### src/rtl/tdm_rt_pkg.sv
`timescale 1ns/1ps
package tdm_rt_pkg;
  localparam int CSEL_W = 3;
  localparam int NUM_CH = (2 ** CSEL_W) - 2;
  localparam int SPAN_W = 7;
  localparam int ADDR_W = 8;
  localparam int WORD_W = 16;

  localparam logic [CSEL_W-1:0] CSEL_SKIP   = '0;
  localparam logic [CSEL_W-1:0] CSEL_STROBE = '1;

  typedef struct packed {
    logic [CSEL_W-1:0] csel;
    logic [3:0]        cnt;
    logic              byte_u;
    logic              last;
  } entry_t;

  localparam int ENTRY_W = $bits(entry_t);
  localparam entry_t ENTRY_IDLE = '{csel: '0, cnt: 4'd0, byte_u: 1'b0, last: 1'b1};

  // bit-periods covered by an entry, minus one
  function automatic logic [SPAN_W-1:0] entry_span(entry_t e);
    logic [SPAN_W-1:0] n;
    n = SPAN_W'(e.cnt);
    return e.byte_u ? ((n << 3) + SPAN_W'(7)) : n;
  endfunction

  function automatic logic is_data(logic [CSEL_W-1:0] c);
    return (c != CSEL_SKIP) && (c != CSEL_STROBE);
  endfunction
endpackage

### src/rtl/tdm_rt_tables.sv
`timescale 1ns/1ps
module tdm_rt_tables
  import tdm_rt_pkg::*;
#(
  parameter int DEPTH = 16
) (
  input  logic              clk,
  input  logic              rst_n,
  input  logic              we,
  input  logic [ADDR_W-1:0] addr,
  input  logic [WORD_W-1:0] wdata,
  input  logic              load,
  output entry_t            rx_tbl [DEPTH],
  output entry_t            tx_tbl [DEPTH]
);
  localparam int NTBL = 2;

  entry_t shad [NTBL][DEPTH];
  entry_t act  [NTBL][DEPTH];
  entry_t wr_entry;

  always_comb wr_entry = entry_t'(wdata[ENTRY_W-1:0]);

  for (genvar t = 0; t < NTBL; t++) begin : g_tbl
    for (genvar i = 0; i < DEPTH; i++) begin : g_ent
      logic hit;
      always_comb hit = we && (addr[ADDR_W-1] == 1'(t)) && (addr[ADDR_W-2:0] == (ADDR_W-1)'(i));

      always_ff @(posedge clk or negedge rst_n) begin
        if (!rst_n)   shad[t][i] <= ENTRY_IDLE;
        else if (hit) shad[t][i] <= wr_entry;
      end

      always_ff @(posedge clk or negedge rst_n) begin
        if (!rst_n)    act[t][i] <= ENTRY_IDLE;
        else if (load) act[t][i] <= shad[t][i];
      end
    end
  end

  assign rx_tbl = act[0];
  assign tx_tbl = act[1];
endmodule

### src/rtl/tdm_rt_seq.sv
`timescale 1ns/1ps
module tdm_rt_seq
  import tdm_rt_pkg::*;
#(
  parameter int DEPTH = 16
) (
  input  logic              clk,
  input  logic              rst_n,
  input  logic              step,
  input  logic              restart,
  input  entry_t            tbl [DEPTH],
  output logic [CSEL_W-1:0] cur_csel
);
  localparam int IW = (DEPTH > 1) ? $clog2(DEPTH) : 1;

  logic [IW-1:0]     ptr_q, ptr_d;
  logic [SPAN_W-1:0] cnt_q, cnt_d;
  logic              done_q, done_d;
  entry_t            cur;
  logic [SPAN_W-1:0] span;

  always_comb begin
    cur    = tbl[ptr_q];
    span   = entry_span(cur);
    ptr_d  = ptr_q;
    cnt_d  = cnt_q;
    done_d = done_q;
    if (restart) begin
      ptr_d  = '0;
      cnt_d  = '0;
      done_d = 1'b0;
    end else if (step && !done_q) begin
      if (cnt_q == span) begin
        cnt_d = '0;
        if (cur.last || (ptr_q == IW'(DEPTH - 1))) done_d = 1'b1;
        else                                        ptr_d  = ptr_q + 1'b1;
      end else begin
        cnt_d = cnt_q + 1'b1;
      end
    end
  end

  always_ff @(posedge clk or negedge rst_n) begin
    if (!rst_n) begin
      ptr_q  <= '0;
      cnt_q  <= '0;
      done_q <= 1'b1;
    end else begin
      ptr_q  <= ptr_d;
      cnt_q  <= cnt_d;
      done_q <= done_d;
    end
  end

  assign cur_csel = done_q ? CSEL_SKIP : cur.csel;

  AST_SEQ_RESTART: assert property (@(posedge clk) disable iff (!rst_n)
    restart |=> (ptr_q == '0 && cnt_q == '0 && !done_q));
  AST_SEQ_DONE_STICKY: assert property (@(posedge clk) disable iff (!rst_n)
    (done_q && !restart) |=> done_q);
  AST_SEQ_CNT_RANGE: assert property (@(posedge clk) disable iff (!rst_n)
    !done_q |-> (cnt_q <= entry_span(tbl[ptr_q])));
endmodule

### src/rtl/tdm_rt_rx.sv
`timescale 1ns/1ps
module tdm_rt_rx
  import tdm_rt_pkg::*;
(
  input  logic              clk,
  input  logic              rst_n,
  input  logic              en,
  input  logic [CSEL_W-1:0] csel,
  input  logic              rxd,
  output logic [NUM_CH-1:0] strb,
  output logic              bit_o,
  output logic              gnt_strb,
  output logic              gnt_bit
);
  logic [NUM_CH-1:0] strb_d, strb_q;
  logic              bit_d, bit_q;
  logic              gs_d, gs_q;
  logic              gb_d, gb_q;
  logic [CSEL_W-1:0] idx;

  always_comb begin
    idx    = csel - 1'b1;
    strb_d = '0;
    bit_d  = bit_q;
    gs_d   = 1'b0;
    gb_d   = gb_q;
    if (en) begin
      bit_d = rxd;
      if (is_data(csel)) strb_d = NUM_CH'(1) << idx;
      if (csel == CSEL_STROBE) begin
        gs_d = 1'b1;
        gb_d = rxd;
      end
    end
  end

  always_ff @(posedge clk or negedge rst_n) begin
    if (!rst_n) begin
      strb_q <= '0;
      bit_q  <= 1'b0;
      gs_q   <= 1'b0;
      gb_q   <= 1'b0;
    end else begin
      strb_q <= strb_d;
      bit_q  <= bit_d;
      gs_q   <= gs_d;
      gb_q   <= gb_d;
    end
  end

  assign strb     = strb_q;
  assign bit_o    = bit_q;
  assign gnt_strb = gs_q;
  assign gnt_bit  = gb_q;

  AST_RX_EXCLUSIVE: assert property (@(posedge clk) disable iff (!rst_n)
    $onehot0({strb_q, gs_q}));
  AST_RX_BIT_FRESH: assert property (@(posedge clk) disable iff (!rst_n)
    (|strb_q) |-> (bit_q == $past(rxd)));
  AST_GNT_HOLD: assert property (@(posedge clk) disable iff (!rst_n)
    !gs_q |-> $stable(gb_q));
endmodule

### src/rtl/tdm_rt_tx.sv
`timescale 1ns/1ps
module tdm_rt_tx
  import tdm_rt_pkg::*;
(
  input  logic              clk,
  input  logic              rst_n,
  input  logic              en,
  input  logic              clr,
  input  logic [CSEL_W-1:0] csel,
  input  logic [NUM_CH-1:0] tx_data,
  output logic [NUM_CH-1:0] take,
  output logic              pull_low
);
  logic [NUM_CH-1:0] take_d, take_q;
  logic              pull_d, pull_q;
  logic [CSEL_W-1:0] idx;

  always_comb begin
    idx    = csel - 1'b1;
    take_d = '0;
    pull_d = pull_q;
    if (clr) begin
      pull_d = 1'b0;
    end else if (en) begin
      if (is_data(csel)) begin
        take_d = NUM_CH'(1) << idx;
        pull_d = ~tx_data[idx];
      end else begin
        pull_d = 1'b0;
      end
    end
  end

  always_ff @(posedge clk or negedge rst_n) begin
    if (!rst_n) begin
      take_q <= '0;
      pull_q <= 1'b0;
    end else begin
      take_q <= take_d;
      pull_q <= pull_d;
    end
  end

  assign take     = take_q;
  assign pull_low = pull_q;

  AST_TX_TAKE_ONEHOT: assert property (@(posedge clk) disable iff (!rst_n)
    $onehot0(take_q));
  AST_TX_PULL_SOURCE: assert property (@(posedge clk) disable iff (!rst_n)
    $rose(pull_q) |-> (|take_q));
  AST_TX_CLR_RELEASE: assert property (@(posedge clk) disable iff (!rst_n)
    clr |=> !pull_q);
endmodule

### src/rtl/tdm_slot_router.sv
`timescale 1ns/1ps
module tdm_slot_router
  import tdm_rt_pkg::*;
#(
  parameter int TBL_DEPTH = 16
) (
  input  logic              clk,
  input  logic              rst_n,
  input  logic              sclk_rise,
  input  logic              sclk_fall,
  input  logic              fsync,
  input  logic              ser_rxd,
  output logic [NUM_CH-1:0] rx_strb,
  output logic              rx_bit,
  output logic              gnt_strb,
  output logic              gnt_bit,
  input  logic [NUM_CH-1:0] tx_data,
  output logic [NUM_CH-1:0] tx_take,
  output logic              txd_pull_low,
  input  logic              cfg_we,
  input  logic [ADDR_W-1:0] cfg_addr,
  input  logic [WORD_W-1:0] cfg_wdata
);
  logic [1:0]        rst_pipe;
  logic              rst_i_n;
  logic              restart;
  logic              rx_en;
  logic [CSEL_W-1:0] rx_csel, tx_csel;
  entry_t            rx_tbl [TBL_DEPTH];
  entry_t            tx_tbl [TBL_DEPTH];

  // asynchronous assertion, synchronous release
  always_ff @(posedge clk or negedge rst_n) begin
    if (!rst_n) rst_pipe <= '0;
    else        rst_pipe <= {rst_pipe[0], 1'b1};
  end
  assign rst_i_n = rst_pipe[1];

  always_comb begin
    restart = sclk_rise && fsync;
    rx_en   = sclk_rise && !fsync;
  end

  tdm_rt_tables #(.DEPTH(TBL_DEPTH)) u_tables (
    .clk(clk), .rst_n(rst_i_n), .we(cfg_we), .addr(cfg_addr), .wdata(cfg_wdata),
    .load(restart), .rx_tbl(rx_tbl), .tx_tbl(tx_tbl)
  );

  tdm_rt_seq #(.DEPTH(TBL_DEPTH)) u_rx_seq (
    .clk(clk), .rst_n(rst_i_n), .step(sclk_rise), .restart(restart),
    .tbl(rx_tbl), .cur_csel(rx_csel)
  );

  tdm_rt_seq #(.DEPTH(TBL_DEPTH)) u_tx_seq (
    .clk(clk), .rst_n(rst_i_n), .step(sclk_fall), .restart(restart),
    .tbl(tx_tbl), .cur_csel(tx_csel)
  );

  tdm_rt_rx u_rx (
    .clk(clk), .rst_n(rst_i_n), .en(rx_en), .csel(rx_csel), .rxd(ser_rxd),
    .strb(rx_strb), .bit_o(rx_bit), .gnt_strb(gnt_strb), .gnt_bit(gnt_bit)
  );

  tdm_rt_tx u_tx (
    .clk(clk), .rst_n(rst_i_n), .en(sclk_fall), .clr(restart), .csel(tx_csel),
    .tx_data(tx_data), .take(tx_take), .pull_low(txd_pull_low)
  );

  AST_SYNC_QUIET: assert property (@(posedge clk) disable iff (!rst_i_n)
    restart |=> (rx_strb == '0 && !gnt_strb && !txd_pull_low));
  AST_SKIP_SILENT: assert property (@(posedge clk) disable iff (!rst_i_n)
    (rx_en && rx_csel == CSEL_SKIP) |=> (rx_strb == '0 && !gnt_strb));
endmodule

### config.mk
export PLATFORM = sky130hd
export DESIGN_NAME = tdm_slot_router
export DESIGN_NICKNAME = d
export VERILOG_FILES = /design/src/rtl/tdm_rt_pkg.sv /design/src/rtl/tdm_rt_tables.sv /design/src/rtl/tdm_rt_seq.sv /design/src/rtl/tdm_rt_rx.sv /design/src/rtl/tdm_rt_tx.sv /design/src/rtl/tdm_slot_router.sv
export SDC_FILE = /design/constraint.sdc
export NUM_CORES = 1
export LEC_CHECK = 0
export BUFFER_PORTS_ARGS = -buffer_cell sky130_fd_sc_hd__buf_2
export CAP_MARGIN = 20
export CORE_ASPECT_RATIO = 0.9
export CORE_MARGIN = 2
export CORE_UTILIZATION = 59
export CTS_BUF_LIST = sky130_fd_sc_hd__clkbuf_2
export CTS_CLUSTER_DIAMETER = 60
export CTS_CLUSTER_SIZE = 20
export DETAILED_ROUTE_END_ITERATION = 12
export PLACE_DENSITY = 0.83
export SLEW_MARGIN = 15
export SYNTH_ARGS = -nofsm -noshare
export SYNTH_HDL_FRONTEND = slang
export SYNTH_SLANG_ARGS = --single-unit
### constraint.sdc
create_clock -name clk -period 19.4 [get_ports clk]
set_input_delay 1.94 -clock clk [delete_from_list [all_inputs] [get_ports clk]]
set_output_delay 1.94 -clock clk [all_outputs]
set_load 0.05 [all_outputs]
# Yosys cells after proc, flatten, opt, wreduce, memory -nomap -nowiden
# Index checks and enable logic that the tools add are counted.
[word_totals]
word_cells = 414
register_bits = 618
output_inout_bits = 16
[classes]
eq_ne = 24
mux = 44
addsub = 8
bitwise = 4
n_lt_le_gt_ge = 3
shift = 2
reduce_logical = 60
[ops]
columns = ["cell", "count"]
rows = [
  ["binary-select mux 9 bit (select 4 bit)", 2],
  ["== test 7 x 4 -> 1 bit, second input constant", 8],
  ["2-to-1 mux 7 bit", 8],
  ["logical AND 1 bit", 40],
  ["2-to-1 mux 9 bit", 4],
  ["2-to-1 mux 4 bit", 8],
  ["2-to-1 mux 6 bit", 5],
  ["== test 7 x 3 -> 1 bit, second input constant", 4],
  ["adder 7 x 1 -> 7 bit, second input constant", 2],
  ["adder 7 x 3 -> 7 bit, second input constant", 2],
  ["== test 7 x 2 -> 1 bit, second input constant", 2],
  ["== test 7 bit", 2],
  ["2-to-1 mux 1 bit", 14],
  ["nonzero test 2 bit", 7],
  ["AND reduction 3 bit", 4],
  ["<< shifter 1 x 3 -> 6 bit, first input constant", 2],
  ["greater-or-equal comparator 5 bit, second input constant", 2],
  ["inverter 4 -> 5 bit", 2],
  ["adder 4 x 1 -> 4 bit, second input constant", 2],
  ["== test 4 bit, second input constant", 2],
  ["== test 7 x 1 -> 1 bit, second input constant", 1],
  ["zero test 7 bit", 1],
  ["2-to-1 mux 3 bit", 2],
  ["inequality test 3 bit, second input constant", 2],
  ["10 further kinds", 17],
]

# Logic depth before layout (Yosys ltp)
[depth]
ltp_word = 12
mapped_depth = 16
mapped_depth_nobuf = 11

# By module
# Synthesis repeated with hierarchy kept, for this count alone.
[unflattened]
hier_cells = 1706
area_unflattened_um2 = 26661.8
[by_module_without_submodules]
columns = ["module", "area_each_um2", "cells_per_inst", "instances"]
rows = [
  ["tdm_rt_tables", 21783.4, 1274, 1],
  ["tdm_rt_seq at u_tx_seq", 2042.0, 187, 1],
  ["tdm_rt_seq at u_rx_seq", 2034.5, 181, 1],
  ["tdm_rt_tx", 414.1, 35, 1],
  ["tdm_rt_rx", 317.8, 24, 1],
  ["tdm_slot_router", 70.1, 5, 1],
]

# Worst setup path before layout
# Ideal clock, no wire load.
[synth_timing]
path_type = "input -> register"
start = "input port cfg_addr[3]"
end = "register u_tables.shad[137] in the netlist's numbering"
arrival_time_ns = 3.299
setup_ns = 0.125
cell_stages = 5
path_slack_ns = 15.976
required_ns = 19.275
path_cell_list = "nor4_1 -> nand2b_1 -> clkbuf_1 -> nor2_1 -> mux2_2"
[synth_between]
elab_chain_len = 2
[synth_lines]
columns = ["item", "line", "text"]
rows = [
  ["from (decl)", "tdm_slot_router.sv:21", "input logic [ADDR_W-1:0] cfg_addr,"],
  ["zero test 7 bit", "tdm_rt_tables.sv:27", "always_comb hit = we && (addr[ADDR_W-1] == 1'(t)) && (addr[ADDR_W-2:0] == (ADDR_W-1)'(i));"],
  ["logical AND 1 bit", "tdm_rt_tables.sv:27", ""],
  ["to (signal, indexed assignment)", "tdm_rt_tables.sv:31", "else if (hit) shad[t][i] <= wr_entry;"],
  ["to (decl)", "tdm_rt_tables.sv:18", "entry_t shad [NTBL][DEPTH];"],
]
# Every way passes these cells.
# A chain may end at the register's enable or synchronous reset.

# Final worst setup path
[layout_timing]
start = "register u_rx_seq.ptr_q[0]"
end = "register u_rx_seq.ptr_q[3]"
[layout_between]
elab_chain_len = 9
[layout_lines]
columns = ["item", "line", "text"]
rows = [
  ["from (decl)", "tdm_rt_seq.sv:16", "logic [IW-1:0] ptr_q, ptr_d;"],
  ["from (signal assigned)", "tdm_rt_seq.sv:49", "ptr_q <= ptr_d;"],
  ["inverter 4 -> 5 bit (implied by the code)", "tdm_rt_seq.sv:23", "cur = tbl[ptr_q];"],
  ["binary-select mux 9 bit (select 4 bit)", "tdm_rt_seq.sv:23", ""],
  ["2-to-1 mux 9 bit (implied by the code) (2 in a row)", "tdm_rt_seq.sv:23", ""],
  ["adder 7 x 3 -> 7 bit", "tdm_rt_pkg.sv:26", "return e.byte_u ? ((n << 3) + SPAN_W'(7)) : n;"],
  ["2-to-1 mux 7 bit", "tdm_rt_pkg.sv:26", ""],
  ["== test 7 bit", "tdm_rt_seq.sv:33", "if (cnt_q == span) begin"],
  ["nonzero test 2 bit (no source line)", "--", ""],
  ["AND reduction 3 bit (no source line)", "--", ""],
]
# Parallel ways exist; a longest one is shown, timed or not. The select of a mux whose other input is x is not followed.

==> summary.md <==
| Metric | Value |
|---|---|
| Clk sinks | just over 600 |
| Initial Util | 0.5982 |
| I/O pin count | 53 |
| Max Fclk | between 200 and 250 MHz |
| DR pass1 iterations | 5 |
| Inserted Clock Buffers | 39 |
| Area post-placement | roughly 27000 sq um |
| Finished Cell Area | ~28000 sq um |
| Synth warn | 0 |
| Fraction of layout cells with a size suffix above 1 | 0.2509 |
| Combinational Power Share | 0.184 |
| Hold WC Path Type | reg -> async |
| Sequential power share | 0.608 |
| Ys async rst share | 1.000 |
| Cts repair resizes | 0 |
| Worst skew pair latency | a little over 1 ns |
| # setup viols final | 0 |
| Fin crit share | 0.2431 |
| Total negative slack | 0 ns |
| Syn Nets | ~2.4k |
| Status | finished, final reports clean |
| Critical path arrival | 5.66 ns |
| Area of the die | roughly 47000 sq um |
| DRC | 0 |
| Sequential element share of the synthesized area | 0.5867 |
| Fin. max-slew vios | 0 |
| Die H | between 200 and 250 um |
| Distinct cells, synth | 76 |
| Root buffer selected by CTS | clkbuf_2 |
| LEAKAGE | 14.17 nW |
| Initial DRC count | 1792 |
| Switching power | roughly 0.72 mW |
| RSZ-0062 raised after global routing | false |
| Final #Nets | roughly 2.3k |
| I/O Buffers | 45 |
| Total number of vias | 17.12k |
| Final hold vios | 0 |
| Worst IR Drop VDD | slightly above 40 uV |
| Setup bufs post-CTS | 0 |
| CP startpoint kind | register |
| Synth Register Bits | slightly above 600 |
| Routability congestion estimate from global placement | 0.8223 |
| Antenna viol nets, final | 0 |
| Vias in the first global route | 17.27k |
| Total Routing Usage GR | 0.2520 |
| First-pass GRT wire length | between 90000 and 100000 um |
| Max_slew headroom | 0.2919 |
| CTS tree | done |
| Vias per cell | approximately 5.8 |
| Clock slew at reported path FFs | approximately 0.34 ns |
| DRT Wirelength | 56370 um |
| MaxCap Viol Count | 0 |
| H-tree Lvls | 2 |
| Row count | 73 |
| Initial antenna violation count | 5 |
| Post-synth EDFFs | 0 |
| Synthesized area per cell | 11.41 sq um |
| Setup CP Type | reg -> reg |
| Switching Share | 0.3046 |
| Chip width | between 200 and 250 um |
| Mapped Area | ~27000 sq um |
| Average wire per standard cell | a little under 20 um |
| Measured slew at the worst slew-check pin | between 1 and 1.5 ns |
| Pwr/cell area | about 86 nW/um^2 |
| Req. time, crit path | ~20 ns |
| Synth Instances | 2323 |
| Layout fillers | 3286 |
| Clock Power Share | 0.208 |
| Area Growth Syn to Fin | 3.786% |
| Core area | roughly 44000 sq um |
| Hold Buf Count CTS | 0 |
| Crit path capture type | register |
| Period minus WS final | around 4.7 ns |
| Post-synth top flop | dfrtp_1 |
| Worst-path fanout max | 27 |
| Internal power | around 1.6 mW |
| DP HPWL | approximately 35000 um |
| GRT Residual Overflow | 0 |
| Worst Skew | 0.08792 ns |
| Largest net degree at the start of global routing | roughly 220 |
| Longest Clk Path Bufs | 3 |
## path summary, 6_finish.rpt
kind	start	endpoint	slack, ns	cells after the start
worst min register to register	rst_pipe[1]	u_tables.shad[6]	0.31	0
min in group clk	rst_pipe[0]	rst_pipe[1]	0.39	0
worst max-delay path	u_rx_seq.ptr_q[0]	u_rx_seq.ptr_q[3]	14.68	10
worst min-delay path	rst_pipe[1]	u_tables.shad[6]	0.31	0
worst max register to register	u_rx_seq.ptr_q[0]	u_rx_seq.ptr_q[3]	14.68	10
max in group asynchronous	rst_pipe[1]	u_tables.tx_tbl[129]	16.24	3
## layout by cell type (no fill, tap or decap), types with 11 or more instances in the layout
cell	instances
clkbuf_2	59
mux4_2	65
nand3_1	19
inv_1	11
dfstp_2	66
o21ai_0	11
buf_2	45
nor3_1	13
nand2_1	918
dfrtp_1	549
mux2i_1	34
buf_4	18
mux2_2	293
nor2_1	53
## Yosys cell counts (2+ instances only)
cell      count  area share
nand3b_1      3     0.00085
xor2_1        6      0.0020
ha_1         10      0.0047
dfstp_2      66       0.065
nand4_1       7      0.0017
a22oi_1       8      0.0023
nand2_2       2     0.00047
mux4_2       65       0.055
a31oi_1       4     0.00094
buf_4         3     0.00085
and4_1        2     0.00066
and3_1        4     0.00094
nor4b_1       4      0.0013
o21ai_0      12      0.0023
buf_2         5     0.00094
nor2b_1       7      0.0017
nand2b_1      8      0.0019
buf_12        2      0.0015
mux2i_1      34       0.013
nor2_1       55      0.0078
and2_1        7      0.0017
clkbuf_8      4      0.0021
dfrtp_1     552        0.52
buf_6         8      0.0034
nand2_1     919        0.13
inv_1        11      0.0016
xnor2_1       5      0.0017
clkbuf_1    107       0.015
o211ai_1      3     0.00085
a21oi_1       9      0.0017
or4_1         2     0.00057
a221oi_1      9      0.0030
nand3_1      19      0.0036
mux2_2      293        0.12
mux4_1        4      0.0040
nor3_1       13      0.0025
or3_1         6      0.0014
nor4_1        3     0.00071
o22ai_1       2     0.00047
a211oi_1      4      0.0011
## cell type report
class	count	area (sq um)	area share
repair buffers	68	466.7	0.01697
inverters	12	45.04	0.001638
clock buffers	59	295.3	0.01074
clock inverters	12	106.4	0.003867
well taps	600	750.7	0.02729
flip-flops and latches	618	15550	0.5655
multi-input cells	1563	10280	0.3737
diodes	3	7.507	0.0002729
## power groups by stage
| stage | Clock, mW | Sequential [mW] | Combinational (mW) |
|---|---|---|---|
| finish | 0.492 | 1.44 | 0.436 |
| CTS | 0.502 | 1.44 | 0.435 |
| floorplan | 0 | 1.46 | 0.346 |
| global route | 0.550 | 1.45 | 0.476 |
| detailed placement | 0 | 1.46 | 0.434 |
| global placement | 0 | 1.45 | 0.422 |
## flip-flops by register name, indices dropped and copies added (netlist names)
signal	count
u_rx.bit_o	1
u_tables.shad	288
u_tables.tx_tbl	144
u_tx_seq.cnt_q	7
u_tables.rx_tbl	144
u_tx.take	6
u_rx.gnt_bit	1
u_tx_seq.ptr_q	4
u_rx_seq.done_q	1
u_rx.strb	6
u_rx_seq.ptr_q	4
u_rx.gnt_strb	1
u_tx_seq.done_q	1
u_rx_seq.cnt_q	7
u_tx.pull_low	1
rst_pipe	2
## worst max-delay path, stage by stage, from the launching register on
cell	delay (ns)
dfrtp_2	0.85
buf_4	0.61
mux4_2	0.65
a22oi_1	0.27
nand3_1	0.35
or3_1	0.42
a21oi_1	0.14
or3_1	0.12
nand4_1	0.46
or4_1	0.66
o211ai_1	0.09
## cell families after synthesis
| family | Yosys count | synth area share |
|---|---|---|
| simple gates | 1075 | 0.1626 |
| flops | 618 | 0.5867 |
| other cells | 1 | 0.0001415 |
| fa+ha+maj | 10 | 0.004721 |
| mux | 396 | 0.1965 |
| compound gates | 70 | 0.01964 |
| xor+xnor | 11 | 0.003635 |
| buf+inv | 142 | 0.02601 |
## per-layer routing
layer / wire length [um] / part of all wire / GRT usage / vias to the layer above
li1: - / - / - / 7675
met1: 24610 / 0.44 / 0.3667 / 8763
met2: 26690 / 0.47 / 0.3969 / 562
met3: 3703 / 0.066 / 0.03758 / 113
met4: 1348 / 0.024 / 0.07820 / 4
met5: 19 / 0.00034 / 0 / -
## metrics by stage
| stage | setup WS (ns) | total power [mW] | std cells | utilization | hold slack (ns) |
|---|---|---|---|---|---|
| after floorplan | 1.014 | 1.803 | 2323 | - | 0.3312 |
| after global placement | 14.77 | 1.876 | 2857 | 0.6099 | 0.3385 |
| after detailed placement | 14.66 | 1.894 | 2858 | 0.6102 | 0.3371 |
| after CTS | 14.71 | 2.377 | 2929 | 0.6192 | 0.3257 |
| after global routing | 14.44 | 2.479 | 2934 | 0.6208 | 0.3670 |
| final | 14.68 | 2.369 | 2935 | 0.6209 | 0.3133 |
No activity file was read; power rests on OpenSTA's default activity.
